<file path="src/rtl/iommu_regbank_pkg.sv">
package iommu_regbank_pkg;

    localparam int RB_ADDR_W  = 12;
    localparam int RB_DATA_W  = 32;
    localparam int RB_CAUSE_W = 3;

    // register slots, indexes into the decode vector
    localparam int SLOT_BASE  = 0;
    localparam int SLOT_CFG   = 1;
    localparam int SLOT_CTRL  = 2;
    localparam int SLOT_EXC   = 3;
    localparam int SLOT_STAT  = 4;
    localparam int SLOT_FLUSH = 5;
    localparam int NUM_SLOTS  = 6;

    // field positions that the walker-side software contract depends on
    localparam int OOB_BIT   = 28;
    localparam int EN_BIT    = 0;
    localparam int FLUSH_BIT = 4;

    function automatic logic [RB_ADDR_W-1:0] slot_offset(input int slot);
        logic [RB_ADDR_W-1:0] off;
        case (slot)
            SLOT_BASE:  off = 12'h38C;
            SLOT_CFG:   off = 12'h1AC;
            SLOT_CTRL:  off = 12'h388;
            SLOT_EXC:   off = 12'h380;
            SLOT_STAT:  off = 12'h384;
            SLOT_FLUSH: off = 12'h184;
            default:    off = '1;
        endcase
        return off;
    endfunction

    typedef struct packed {
        logic                  vld;
        logic [RB_CAUSE_W-1:0] cause;
        logic [RB_DATA_W-1:0]  vaddr;
    } fault_evt_t;

    typedef struct packed {
        logic [RB_DATA_W-1:0] base;
        logic                 oob;
        logic                 xlat;
        logic                 exc;
    } walker_cfg_t;

endpackage

</file>
<file path="src/rtl/iommu_rb_decode.sv">
module iommu_rb_decode
    import iommu_regbank_pkg::*;
#(
    parameter int ADDR_W = RB_ADDR_W,
    parameter int NUM    = NUM_SLOTS
) (
    input  logic              bus_sel,
    input  logic              bus_wr,
    input  logic [ADDR_W-1:0] bus_addr,
    output logic [NUM-1:0]    wr_hit,
    output logic [NUM-1:0]    rd_hit
);
    logic [NUM-1:0] match;

    for (genvar i = 0; i < NUM; i++) begin : g_slot
        assign match[i] = (bus_addr == ADDR_W'(slot_offset(i)));
    end

    assign wr_hit = (bus_sel &&  bus_wr) ? match : '0;
    assign rd_hit = (bus_sel && !bus_wr) ? match : '0;
endmodule

</file>
<file path="src/rtl/iommu_rb_fault.sv">
module iommu_rb_fault
    import iommu_regbank_pkg::*;
#(
    parameter int DATA_W  = RB_DATA_W,
    parameter int CAUSE_W = RB_CAUSE_W
) (
    input  logic               clk,
    input  logic               rst,
    input  logic               clr_wr,
    input  logic [CAUSE_W-1:0] clr_keep,
    input  logic               evt_vld,
    input  logic [CAUSE_W-1:0] evt_cause,
    input  logic [DATA_W-1:0]  evt_vaddr,
    input  logic               exc_en,
    output logic [CAUSE_W-1:0] status_q,
    output logic [DATA_W-1:0]  faddr_q,
    output logic               irq
);
    logic [CAUSE_W-1:0] kept;
    logic [CAUSE_W-1:0] status_d;
    logic               take;
    logic               capture;

    always_comb begin
        kept     = clr_wr ? (status_q & clr_keep) : status_q;
        take     = evt_vld && (evt_cause != '0);
        status_d = kept | (take ? evt_cause : '0);
        capture  = take && (kept == '0);
    end

    always_ff @(posedge clk) begin
        if (rst) begin
            status_q <= '0;
            faddr_q  <= '0;
        end else begin
            status_q <= status_d;
            if (capture) faddr_q <= evt_vaddr;
        end
    end

    assign irq = exc_en && (status_q != '0);
endmodule

</file>
<file path="src/rtl/iommu_rb_flush.sv">
module iommu_rb_flush
    import iommu_regbank_pkg::*;
#(
    parameter int DATA_W = RB_DATA_W,
    parameter int BIT    = FLUSH_BIT
) (
    input  logic              clk,
    input  logic              rst,
    input  logic              wr_hit,
    input  logic [DATA_W-1:0] wdata,
    output logic              cmd_q,
    output logic              pulse_q
);
    logic rising;

    assign rising = wr_hit && wdata[BIT] && !cmd_q;

    always_ff @(posedge clk) begin
        if (rst) begin
            cmd_q   <= 1'b0;
            pulse_q <= 1'b0;
        end else begin
            pulse_q <= rising;
            if (wr_hit) cmd_q <= wdata[BIT];
        end
    end
endmodule

</file>
<file path="src/rtl/iommu_regbank.sv">
module iommu_regbank
    import iommu_regbank_pkg::*;
#(
    parameter int ADDR_W  = RB_ADDR_W,
    parameter int DATA_W  = RB_DATA_W,
    parameter int CAUSE_W = RB_CAUSE_W
) (
    input  logic               clk,
    input  logic               rst,
    input  logic               bus_sel,
    input  logic               bus_wr,
    input  logic [ADDR_W-1:0]  bus_addr,
    input  logic [DATA_W-1:0]  bus_wdata,
    output logic [DATA_W-1:0]  bus_rdata,
    input  logic               fault_valid,
    input  logic [CAUSE_W-1:0] fault_cause,
    input  logic [DATA_W-1:0]  fault_vaddr,
    output logic               xlat_en,
    output logic [DATA_W-1:0]  table_base,
    output logic               oob_check_en,
    output logic               flush_pulse,
    output logic               irq
);
    localparam int NUM = NUM_SLOTS;

    logic [NUM-1:0]     wr_hit;
    logic [NUM-1:0]     rd_hit;
    walker_cfg_t        cfg_q;
    fault_evt_t         evt;
    logic [CAUSE_W-1:0] status_q;
    logic [DATA_W-1:0]  faddr_q;
    logic               flush_cmd_q;
    logic [DATA_W-1:0]  rd_mux;

    iommu_rb_decode #(.ADDR_W(ADDR_W), .NUM(NUM)) u_dec (
        .bus_sel (bus_sel),
        .bus_wr  (bus_wr),
        .bus_addr(bus_addr),
        .wr_hit  (wr_hit),
        .rd_hit  (rd_hit)
    );

    always_ff @(posedge clk) begin
        if (rst) begin
            cfg_q <= '0;
        end else begin
            if (wr_hit[SLOT_BASE]) cfg_q.base <= bus_wdata;
            if (wr_hit[SLOT_CFG])  cfg_q.oob  <= bus_wdata[OOB_BIT];
            if (wr_hit[SLOT_CTRL]) cfg_q.xlat <= bus_wdata[EN_BIT];
            if (wr_hit[SLOT_EXC])  cfg_q.exc  <= bus_wdata[EN_BIT];
        end
    end

    assign evt.vld   = fault_valid;
    assign evt.cause = fault_cause;
    assign evt.vaddr = fault_vaddr;

    iommu_rb_fault #(.DATA_W(DATA_W), .CAUSE_W(CAUSE_W)) u_fault (
        .clk      (clk),
        .rst      (rst),
        .clr_wr   (wr_hit[SLOT_STAT]),
        .clr_keep (bus_wdata[CAUSE_W-1:0]),
        .evt_vld  (evt.vld),
        .evt_cause(evt.cause),
        .evt_vaddr(evt.vaddr),
        .exc_en   (cfg_q.exc),
        .status_q (status_q),
        .faddr_q  (faddr_q),
        .irq      (irq)
    );

    iommu_rb_flush #(.DATA_W(DATA_W), .BIT(FLUSH_BIT)) u_flush (
        .clk    (clk),
        .rst    (rst),
        .wr_hit (wr_hit[SLOT_FLUSH]),
        .wdata  (bus_wdata),
        .cmd_q  (flush_cmd_q),
        .pulse_q(flush_pulse)
    );

    always_comb begin
        rd_mux = '0;
        if (rd_hit[SLOT_BASE])  rd_mux = cfg_q.base;
        if (rd_hit[SLOT_CFG])   rd_mux[OOB_BIT] = cfg_q.oob;
        if (rd_hit[SLOT_CTRL])  rd_mux[EN_BIT] = cfg_q.xlat;
        if (rd_hit[SLOT_EXC])   rd_mux = faddr_q;
        if (rd_hit[SLOT_STAT])  rd_mux[CAUSE_W-1:0] = status_q;
        if (rd_hit[SLOT_FLUSH]) rd_mux[FLUSH_BIT] = flush_cmd_q;
    end

    always_ff @(posedge clk) begin
        if (rst) bus_rdata <= '0;
        else     bus_rdata <= rd_mux;
    end

    assign xlat_en      = cfg_q.xlat;
    assign table_base   = cfg_q.base;
    assign oob_check_en = cfg_q.oob;
endmodule

</file>
<file path="config.mk">
export PLATFORM = sky130hd
export DESIGN_NAME = iommu_regbank
export DESIGN_NICKNAME = d
export VERILOG_FILES = /design/src/rtl/iommu_regbank_pkg.sv /design/src/rtl/iommu_rb_decode.sv /design/src/rtl/iommu_rb_fault.sv /design/src/rtl/iommu_rb_flush.sv /design/src/rtl/iommu_regbank.sv
export SDC_FILE = /design/constraint.sdc
export NUM_CORES = 1
export LEC_CHECK = 0
export BUFFER_PORTS_ARGS = -buffer_cell sky130_fd_sc_hd__buf_4
export CAP_MARGIN = 5
export CORE_MARGIN = 2
export CORE_UTILIZATION = 45
export DETAILED_ROUTE_END_ITERATION = 10
export GPL_TIMING_DRIVEN = 0
export PLACE_DENSITY = 0.74
export RECOVER_POWER = 100
export SLEW_MARGIN = 40
export SYNTH_ARGS = -nofsm -noshare
export SYNTH_HDL_FRONTEND = slang
export SYNTH_SLANG_ARGS = --single-unit
export TNS_END_PERCENT = 10
</file>
<file path="constraint.sdc">
create_clock -name clk -period 2.89 [get_ports clk]
set_clock_uncertainty 0.1 [all_clocks]
set_input_delay 0.1445 -clock clk [delete_from_list [all_inputs] [get_ports clk]]
set_output_delay 0.1445 -clock clk [all_outputs]
set_load 0.05 [all_outputs]
</file>
==> results of run 1 <==
sequential cells by signal, summed over array words and instances (netlist names):
register / count
bus_rdata: 32
table_base: 32
u_fault.faddr_q: 32
u_fault.status_q: 3
cfg_q: 1
oob_check_en: 1
u_flush.cmd_q: 1
u_flush.pulse_q: 1
xlat_en: 1
how the worst max path moves through the flow:
stage                      from                          endpoint  slack, ns
global route        bus_addr[4]   u_fault.faddr_q[4]$_SDFFE_PP0P_       0.38
CTS                 bus_addr[4]          bus_rdata[17]$_SDFF_PP0_       0.83
global placement    bus_addr[4]          bus_rdata[22]$_SDFF_PP0_       0.46
detailed placement  bus_addr[4]          bus_rdata[23]$_SDFF_PP0_       0.44
floorplan           bus_addr[4]  u_fault.faddr_q[10]$_SDFFE_PP0P_       1.10
finish              bus_addr[4]   u_fault.faddr_q[4]$_SDFFE_PP0P_       0.62
per-layer routing:
metal / share of wire [%] / GRT usage, % / vias up
li1: - / - / 1969
met1: 42 / 29.5 / 1819
met2: 50 / 43.9 / 178
met3: 6.7 / 4.71 / 23
met4: 1.9 / 7.80 / 0
met5: 0 / 0 / -
worst max-delay path: cells and delay by family:
kind / cells / cell delay [ns]
simple gates: 3 / 1.20
compound gates: 1 / 0.47
buf+inv: 2 / 0.45
mux: 1 / 0.14
power breakdown:
group	switching, W	internal (W)	leakage, nW
clock	0.000479	0.000486	0.110
sequential	0.0000194	0.00146	0.842
combinational	0.000125	0.000196	1.44
repair_timing:
| item | in CTS | in global routing |
|---|---|---|
| hold endpoints to repair | 72 | 0 |
| gates resized for setup | 0 | 0 |
| hold buffers | 70 | 0 |
kinds of logic (layout without fill, tap and decap cells):
| logic type | Yosys count | in the layout | synth area share, % |
|---|---|---|---|
| AO/OA/AOI/OAI | 75 | 75 | 12.3 |
| buffers and inverters | 32 | 267 | 3.30 |
| flip-flops | 104 | 104 | 50.9 |
| multiplexers | 39 | 39 | 9.55 |
| AND/OR/NAND/NOR | 194 | 194 | 24.0 |
final cells by class:
class                      count  share of cell area (%)
multi-input combinational    308                    30.8
tap                          108                    2.27
sequential                   104                    34.9
clock buffer                  10                    2.14
buffer                        32                    2.27
timing repair buffer         219                    26.2
clock inverter                 6                    1.41
cell usage in the layout, fill, tap and decap left out, types with 3 or more instances in the layout:
cell type / netlist / final
dfxtp_1: 104 / 104
clkbuf_1: 25 / 94
buf_4: 3 / 83
nand2_1: 71 / 71
dlygate4sd3_1: 0 / 70
nand2b_1: 65 / 65
mux2i_1: 39 / 39
nor2_1: 38 / 38
a21oi_1: 37 / 37
a22oi_1: 27 / 27
clkbuf_8: 0 / 9
nor4b_1: 3 / 4
buf_2: 3 / 3
nor3_1: 3 / 3
o41ai_1: 0 / 3
clkinv_2: 0 / 3
through the flow:
stage	utilization [%]	hold slack, ns
floorplan	-	0.181
global placement	61.0	0.294
detailed placement	61.0	0.300
CTS	71.4	0.0381
global route	68.1	0.0534
finish	68.1	0.0471
==> impl_metrics.py, run 1 <==
metrics = {
    "run_status": {
        "outcome": "complete, no violations",
    },
    "die": {
        "start_util_pct": 46.7,
        "dieArea_sq_um": 9870,
        "ios": 152,
        "rows": 34,
        "fp.coreArea_sq_um": 8760,
        "fp.dieH_microns": 99.3,
        "dieWidth_microns": 99.3,
    },
    "job": {
        "maxCapViolCount": 0,
    },
    "sta": {
        "slew_headroom_pct": 48.8,
        "finalHoldViolations": 0,
        "rsz0062_at_grt": "no",
        "tns_ns": 0,
        "setup_ws_ns": 0.616,
        "period_needed_ns": 2.27,
        "worstMarginPinSlew_ns": 0.765,
        "period_share_pct": 78.7,
        "slew_viol_final": 0,
        "fmax_mhz": 440,
        "setup_viol": 0,
    },
    "routing": {
        "drcViolationCount": 0,
        "wl_per_cell_microns": 15.4,
        "drt_iter0_markers": 123,
        "drtAntennaViolNets": 0,
        "dr.pass1.iters": 5,
        "vias": 3989,
        "viasPerCell": 5.07,
        "routed_wl_microns": 12100,
    },
    "min_path": {
        "hold_path_depth": 4,
        "hp-class": "input port to flop",
        "min_to": "u_flush.pulse_q$_SDFF_PP0_",
        "hp-start": "bus_addr[5]",
    },
    "place": {
        "place_ws_ns": 0.438,
        "hpwl_microns": 8090,
        "placed_area_sq_um": 5340,
        "numPortBuffers": 149,
        "gp_congestion": 0.776,
        "placed_cells": 701,
    },
    "critical_path": {
        "worstPathRequired_ns": 3.03,
        "r2r_slack_ns": 1.33,
        "start_kind": "input port",
        "cp_slowest_cell": "nor4b_1",
        "arrival_ns": 2.41,
        "worst-path-max-fanout": 10,
        "crit_type": "input port to flop",
        "r2r_start": "u_fault.status_q[0]$_SDFF_PP0_",
        "path_common_cell": "nand4_1",
        "worst_path_largest_cell_delay_ns": 0.47,
        "r2r_end": "u_fault.faddr_q[4]$_SDFFE_PP0P_",
        "r2r_cells": 4,
        "worstSetupEndpointType": "flop",
        "crit_chain": "clkbuf_4 -> nor4b_1 -> nand4_1 -> o41ai_1 -> nand4_1 -> buf_4 -> mux2i_1",
    },
    "yosys": {
        "yosysMostFrequentCell": "dfxtp_1",
        "yosys.area.top_type": "dfxtp_1",
        "ys_async_sr_fraction_pct": 0,
        "synth_warnings": 0,
        "synth.area.top_cells": "dfxtp_1 (51%), nand2b_1 (9.9%), mux2i_1 (9.5%)",
        "ys.flop_type": "dfxtp_1",
        "ys_ff_latch": 104,
        "yosysSeqAreaShare_pct": 50.9,
        "synth-edff-count": 0,
        "synthCells": 444,
        "synth_top_cell_area_share_pct": 50.9,
        "ys_types": 31,
        "ys_top_cells_by_count": "dfxtp_1 (104), nand2_1 (71), nand2b_1 (65)",
        "syn-mean-instance-area_sq_um": 9.21,
        "syn-cell-area_sq_um": 4090,
        "syn-num-nets": 528,
    },
    "clock_network": {
        "cts_root_buffer": "clkbuf_8",
        "postCtsSetupBuffers": 0,
        "clk_path_buf_depth": 2,
        "h-tree-depth": 3,
        "numCtsBuffers": 9,
        "clk_pin_slew_ns": 0.09,
        "cts_tree": "built",
        "clock_sinks": 104,
        "insertion_delay_ns": 0.35,
    },
    "cells_and_area": {
        "n_fill_cell": 790,
        "drive_above_1_share_pct": 15.2,
        "multi_input_area_sq_um": 1840,
        "diodes": 0,
        "stdcell_area_sq_um": 5960,
        "area_growth_pct": 45.9,
        "final_nets": 758,
        "final_cells": 787,
        "seq_area_sq_um": 2080,
    },
    "power": {
        "total_power_w": 0.00277,
        "power_density_nw_per_um2": 464,
        "p_leak_nw": 2.39,
        "peakVddDrop_mv": 0.301,
    },
    "global_route": {
        "grt_overflow": 0,
        "antenna_found_initial": 0,
        "grt_pass1_vias": 4020,
        "track_usage_pct": 24.5,
        "grt_max_degree": 17,
        "grt_pass1_wl_microns": 19300,
    },
}
(Power assumes the default switching activity.)
==> run 2: changes to the inputs <==
--- a/config.mk
+++ b/config.mk
@@ -5,13 +5,14 @@
 export SDC_FILE = /design/constraint.sdc
 export NUM_CORES = 1
 export LEC_CHECK = 0
+export ABC_AREA = 1
 export BUFFER_PORTS_ARGS = -buffer_cell sky130_fd_sc_hd__buf_4
 export CAP_MARGIN = 5
 export CORE_MARGIN = 2
 export CORE_UTILIZATION = 45
 export DETAILED_ROUTE_END_ITERATION = 10
 export GPL_TIMING_DRIVEN = 0
-export PLACE_DENSITY = 0.74
+export PLACE_DENSITY = 0.76
 export RECOVER_POWER = 100
 export SLEW_MARGIN = 40
 export SYNTH_ARGS = -nofsm -noshare
==> constraint.sdc (replaced) <==
create_clock -name clk -period 2 [get_ports clk]
set_clock_uncertainty 0.1 [all_clocks]
set_input_delay 0.1 -clock clk [delete_from_list [all_inputs] [get_ports clk]]
set_output_delay 0.1 -clock clk [all_outputs]
set_load 0.05 [all_outputs]
==> run 2 against run 1 <==
Combinational power increased by 69%. Setup slack worse by 0.51 ns. Synthesized cell count up 30%. Global-route usage about the same. Sequential power rose by 47%. Core utilization fell by 0.72 points. Non-clock buffer count increased by 3. Largest power group unchanged. Die area grew 3.1%. First-iteration DRC count up 28%. Highest routed layer unchanged.
==> impl_metrics.py, run 2 <==
metrics = {
    "routing": {
        "drt_iter0_markers": 158,
        "wl_met1_microns": 5270,
        "dr.pass1.iters": 4,
        "maxUsedRoutingLayer": "met4",
        "routed_wl_microns": 12500,
        "drcViolationCount": 0,
        "vias": 4546,
        "wl_per_cell_microns": 13.5,
        "viasPerCell": 4.90,
        "drtAntennaViolNets": 0,
        "wl_met2_microns": 6200,
        "route.met3.wl_microns": 752,
    },
    "sta": {
        "slew_headroom_pct": 57.4,
        "period_share_pct": 95.0,
        "worstMarginPinSlew_ns": 0.641,
        "slew_viol_final": 0,
        "rsz0062_at_grt": "no",
        "whs_ns": 0.0363,
        "finalHoldViolations": 0,
        "period_needed_ns": 1.90,
        "tns_ns": 0,
        "setup_viol": 0,
        "fmax_mhz": 527,
    },
    "yosys": {
        "ys_ff_latch": 104,
        "yosys.area.top_type": "dfxtp_1",
        "yosysMostFrequentCell": "nand2_1",
        "yosysSeqAreaShare_pct": 49.3,
        "ys.flop_type": "dfxtp_1",
        "synth-compound-area-share_pct": 10.4,
        "synth-edff-count": 0,
        "synth_top_family_by_area": "simple AND/OR/NAND/NOR gates",
        "synthMuxAreaShare_pct": 0,
        "synth_top_cell_area_share_pct": 49.3,
        "ys_types": 29,
        "synth.area.top_cells": "dfxtp_1 (49%), nand2_1 (14%), a21oi_1 (7.7%)",
        "syn-num-nets": 661,
        "synth_fa_ha_area_share_pct": 0,
        "syn-mean-instance-area_sq_um": 7.32,
        "ys_top_cells_by_count": "nand2_1 (157), dfxtp_1 (104), nor2_1 (81)",
        "synth_xor_area_share_pct": 0,
        "syn-cell-area_sq_um": 4220,
        "synth_simple_gate_area_share_pct": 30.9,
        "synthCells": 577,
        "synth_warnings": 0,
        "ys_async_sr_fraction_pct": 0,
    },
    "clock_network": {
        "numCtsBuffers": 9,
        "cts_tree": "built",
        "h-tree-depth": 3,
        "clk_pin_slew_ns": 0.10,
        "postCtsSetupBuffers": 0,
        "clock_sinks": 104,
        "clk_path_buf_depth": 2,
        "insertion_delay_ns": 0.36,
        "cts_root_buffer": "clkbuf_8",
    },
    "die": {
        "fp.coreArea_sq_um": 9150,
        "fp.dieH_microns": 101,
        "dieArea_sq_um": 10200,
        "dieWidth_microns": 101,
        "ios": 152,
        "start_util_pct": 46.1,
        "rows": 35,
    },
    "power": {
        "power_density_nw_per_um2": 655,
        "swShare_pct": 24.6,
        "seqPwrFrac_pct": 53.8,
        "p_switching_w": 0.000994,
        "pwr-share-comb_pct": 13.4,
        "internal_power_w": 0.00304,
        "p_leak_nw": 2.64,
        "clkPwrFrac_pct": 32.8,
        "peakVddDrop_mv": 0.334,
    },
    "cells_and_area": {
        "most-common-layout-cells": "nand2_1 (157), dfxtp_1 (104), buf_4 (85), clkbuf_1 (83), nor2_1 (81)",
        "area_growth_pct": 46.0,
        "multi_input_area_sq_um": 1740,
        "drive_above_1_share_pct": 17.0,
        "seq_area_sq_um": 2080,
        "n_fill_cell": 828,
        "final_nets": 895,
        "layout_commonest_cell": "nand2_1",
        "diodes": 0,
    },
    "run_status": {
        "outcome": "complete, no violations",
    },
    "place": {
        "hpwl_microns": 8590,
        "numPortBuffers": 150,
        "gp_congestion": 0.861,
    },
    "global_route": {
        "antenna_found_initial": 0,
        "grt_pass1_wl_microns": 19700,
        "grt_max_degree": 18,
        "grt_overflow": 0,
        "grt_pass1_vias": 4288,
        "track_usage_pct": 24.5,
    },
    "critical_path": {
        "worstPathRequired_ns": 2.15,
        "worstSetupEndpointType": "flop",
        "start_kind": "input port",
        "worst-path-max-fanout": 10,
        "arrival_ns": 2.05,
        "crit_type": "input port to flop",
    },
    "min_path": {
        "hp-class": "input port to flop",
    },
    "job": {
        "maxCapViolCount": 0,
    },
}
## run 2: final timing paths
| check | from | endpoint | slack (ns) | depth (start not counted) |
|---|---|---|---|---|
| worst max-delay path | bus_addr[3] | u_fault.faddr_q[3]$_SDFFE_PP0P_ | 0.10 | 11 |
| worst min-delay path | bus_addr[9] | u_flush.pulse_q$_SDFF_PP0_ | 0.04 | 6 |
| worst max register to register | u_fault.status_q[2]$_SDFF_PP0_ | u_fault.faddr_q[3]$_SDFFE_PP0P_ | 0.62 | 5 |
| worst min register to register | u_flush.cmd_q$_SDFFE_PP0P_ | u_flush.pulse_q$_SDFF_PP0_ | 0.35 | 1 |
## run 2: power by group through the flow
stage	Clock [W]	Sequential, W	Combinational (W)
2_1_floorplan	0	0.00220	0.000237
3_3_place_gp	0	0.00221	0.000412
3_5_place_dp	0	0.00222	0.000422
4_1_cts	0.00135	0.00217	0.000533
5_1_grt	0.00143	0.00218	0.000596
6_report	0.00132	0.00217	0.000542
## run 2: area by class of cell
cell class / instances / share of cell area (%)
Multi-Input combinational cell: 386 / 28.3
Clock buffer: 10 / 2.23
Timing Repair Buffer: 223 / 25.9
Clock inverter: 6 / 1.10
Tap cell: 111 / 2.25
Buffer: 31 / 3.02
Inverter: 56 / 3.41
Sequential cell: 104 / 33.8
## run 2: layer usage
layer | vias up | global-route usage (%)
li1 | 2279 | -
met1 | 2060 | 29.4
met2 | 182 | 43.0
met3 | 25 | 4.79
met4 | 0 | 9.48
met5 | - | 0
## run 2: cell families after synthesis
logic type             count (synthesis)
AO/OA/AOI/OAI                         85
flip-flops                           104
buffers and inverters                 87
AND/OR/NAND/NOR                      301
## run 2: stage by stage
stage,worst slack [ns],area [sq um],power [W],utilization [%],instances
floorplan,0.658,4220,0.00244,-,577
global placement,0.306,5490,0.00262,59.9,838
detailed placement,0.280,5490,0.00264,59.9,838
CTS,0.164,6420,0.00405,70.2,927
global route,0.0220,6160,0.00420,67.3,927
finish,0.101,6160,0.00403,67.3,927
## run 2: what timing repair did
item                                   4_1_cts  5_1_grt
hold buffers                                73        0
endpoints found under the hold margin       72        0
gates resized for setup                      0        0
## run 2: critical path: stages
cell	delay, ns
dlygate4sd3_1	0.53
clkbuf_4	0.14
inv_1	0.06
nand2_1	0.07
nor2_2	0.18
nand4_2	0.16
a21oi_2	0.35
buf_4	0.24
nand3_1	0.09
nand2_1	0.08
nor2_1	0.05
==> run 3: changes to the inputs <==
--- a/config.mk
+++ b/config.mk
@@ -17,5 +17,6 @@
 export SLEW_MARGIN = 40
 export SYNTH_ARGS = -nofsm -noshare
 export SYNTH_HDL_FRONTEND = slang
+export SYNTH_HIERARCHICAL = 1
 export SYNTH_SLANG_ARGS = --single-unit
 export TNS_END_PERCENT = 10
==> run 3 against run 2 <==
Clock power about the same. Core utilization down 1.1 points. Setup slack better by 0.21 ns. Combinational power up 4%. Clock-buffer cell count unchanged.
==> impl_metrics.py, run 3 <==
metrics = {
    "global_route": {
        "grt_max_degree": 18,
        "antenna_found_initial": 0,
        "grt_overflow": 0,
        "grt_pass1_wl_microns": 23000,
        "grt_pass1_vias": 4763,
        "track_usage_pct": 26.3,
    },
    "cells_and_area": {
        "drive_above_1_share_pct": 19.6,
        "most-common-layout-cells": "nor2_1 (169), buf_4 (111), dfxtp_1 (104), clkbuf_1 (75), dlygate4sd3_1 (71)",
        "diodes": 0,
        "final_nets": 943,
        "stdcell_area_sq_um": 6450,
        "layout_commonest_cell": "nor2_1",
        "final_cells": 997,
        "area_growth_pct": 43.2,
    },
    "routing": {
        "dr.pass1.iters": 5,
        "drcViolationCount": 0,
        "drt_iter0_markers": 293,
        "routed_wl_microns": 14200,
        "drtAntennaViolNets": 0,
        "vias": 4762,
        "viasPerCell": 4.78,
        "wl_per_cell_microns": 14.3,
    },
    "critical_path": {
        "worstPathRequired_ns": 2.15,
        "crit_chain": "clkbuf_4 -> inv_1 -> nand2_1 -> nor2_4 -> nand3_1 -> nor2_1 -> inv_1 -> clkbuf_1 -> o21ai_0 -> nor2_1",
        "arrival_ns": 1.84,
        "worst_path_largest_cell_delay_ns": 0.36,
        "cpLargestDelayFamily": "simple AND/OR/NAND/NOR gates",
        "start_kind": "input port",
        "path_buf_inv": 4,
        "worstSetupEndpointType": "flop",
        "worst-path-max-fanout": 10,
        "crit_type": "input port to flop",
        "cp_slowest_cell": "nor2_1",
    },
    "yosys": {
        "synth_simple_gate_area_share_pct": 26.3,
        "synth-compound-area-share_pct": 12.5,
        "yosys.area.top_type": "dfxtp_1",
        "syn-cell-area_sq_um": 4500,
        "ys.flop_type": "dfxtp_1",
        "syn-mean-instance-area_sq_um": 7.19,
        "synth_top_family_by_area": "simple AND/OR/NAND/NOR gates",
        "synth_fa_ha_area_share_pct": 0,
        "ys_types": 23,
        "synth_top_cell_area_share_pct": 46.2,
        "synth-edff-count": 0,
        "synthCells": 626,
        "yosysMostFrequentCell": "nor2_1",
        "syn-num-nets": 710,
        "ys_top_cells_by_count": "nor2_1 (169), dfxtp_1 (104), nand2_1 (59)",
        "synthMuxAreaShare_pct": 0,
        "synth.area.top_cells": "dfxtp_1 (46%), nor2_1 (14%), buf_4 (5.5%)",
        "ys_ff_latch": 104,
        "synth_warnings": 6,
        "yosysSeqAreaShare_pct": 46.2,
        "synth_xor_area_share_pct": 0,
        "ys_async_sr_fraction_pct": 0,
    },
    "clock_network": {
        "insertion_delay_ns": 0.37,
        "h-tree-depth": 3,
        "numCtsBuffers": 9,
        "clk_pin_slew_ns": 0.10,
        "ctsResizeCount": 0,
        "cts_root_buffer": "clkbuf_8",
        "postCtsSetupBuffers": 0,
        "clock_sinks": 104,
        "cts_tree": "built",
        "clk_path_buf_depth": 2,
    },
    "sta": {
        "setup_viol": 0,
        "finalHoldViolations": 0,
        "slew_viol_final": 0,
        "period_needed_ns": 1.69,
        "fmax_mhz": 592,
        "worstMarginPinSlew_ns": 0.670,
        "setup_ws_ns": 0.312,
        "slew_headroom_pct": 55.5,
        "tns_ns": 0,
        "period_share_pct": 84.4,
        "rsz0062_at_grt": "no",
    },
    "die": {
        "fp.dieH_microns": 104,
        "rows": 36,
        "dieWidth_microns": 104,
        "dieArea_sq_um": 10800,
        "start_util_pct": 46.3,
        "ios": 152,
        "fp.coreArea_sq_um": 9730,
    },
    "place": {
        "hpwl_microns": 9760,
        "placed_cells": 910,
        "gp_congestion": 0.933,
        "numPortBuffers": 151,
        "placed_area_sq_um": 5800,
        "place_ws_ns": 0.125,
    },
    "job": {
        "maxCapViolCount": 0,
    },
    "power": {
        "total_power_w": 0.00408,
        "p_leak_nw": 3.00,
        "peakVddDrop_mv": 0.333,
        "power_density_nw_per_um2": 632,
    },
    "min_path": {
        "hp-class": "input port to flop",
    },
    "run_status": {
        "outcome": "complete, no violations",
    },
}
[run 3: stage by stage]
step                hold slack [ns]  util [%]
floorplan                    0.0624         -
global placement              0.226      59.6
detailed placement            0.230      59.6
CTS                          0.0222      69.0
global route                 0.0467      66.3
finish                       0.0450      66.3
[run 3: cell type report]
cell class	count	area (sq um)
fill	898	3280
sequential	104	2080
multi-input combinational	395	1740
timing repair buffer	222	1590
buffer	66	435
inverter	61	229
tap	133	166
clock buffer	10	138
clock inverter	6	65.1
[run 3: cell families after synthesis]
kind of cell,Yosys count
compound gates,110
buf+inv,127
flops,104
simple gates,285
[run 3: power breakdown]
| group | internal [W] | switching [W] | total, W |
|---|---|---|---|
| Clock | 0.000618 | 0.000732 | 0.00135 |
| Sequential | 0.00213 | 0.0000314 | 0.00216 |
| Combinational | 0.000301 | 0.000261 | 0.000561 |
| Total | 0.00305 | 0.00102 | 0.00408 |
[run 3: tightest hold or removal path: cells and delay by family]
kind | cells | cell delay (ns)
buffers and inverters | 2 | 0.11
AND/OR/NAND/NOR | 3 | 0.26
[run 3: final timing paths]
kind                                                    endpoint  slack, ns                      startpoint  cells past startpoint
worst min register to register        u_flush/pulse_q$_SDFF_PP0_       0.38      u_flush/cmd_q$_SDFFE_PP0P_                      1
worst min-delay path            u_fault/faddr_q[24]$_SDFFE_PP0P_       0.05                 fault_vaddr[24]                      5
worst max-delay path                    bus_rdata[21]$_SDFF_PP0_       0.31                     bus_addr[6]                     10
worst max register to register  u_fault/faddr_q[24]$_SDFFE_PP0P_       0.60  u_fault/status_q[1]$_SDFF_PP0_                      7
[run 3: layer usage]
metal | track usage [%] | wire (microns)
met5 | 0 | 0
met4 | 10.0 | 417
met1 | 31.5 | 5930
met2 | 47.5 | 7080
met3 | 3.95 | 803
[run 3: repair_timing]
item                                    4_1_cts  5_1_grt
endpoints found under the setup margin        0        0
hold buffers                                 71        0
hold endpoints to repair                     71        0
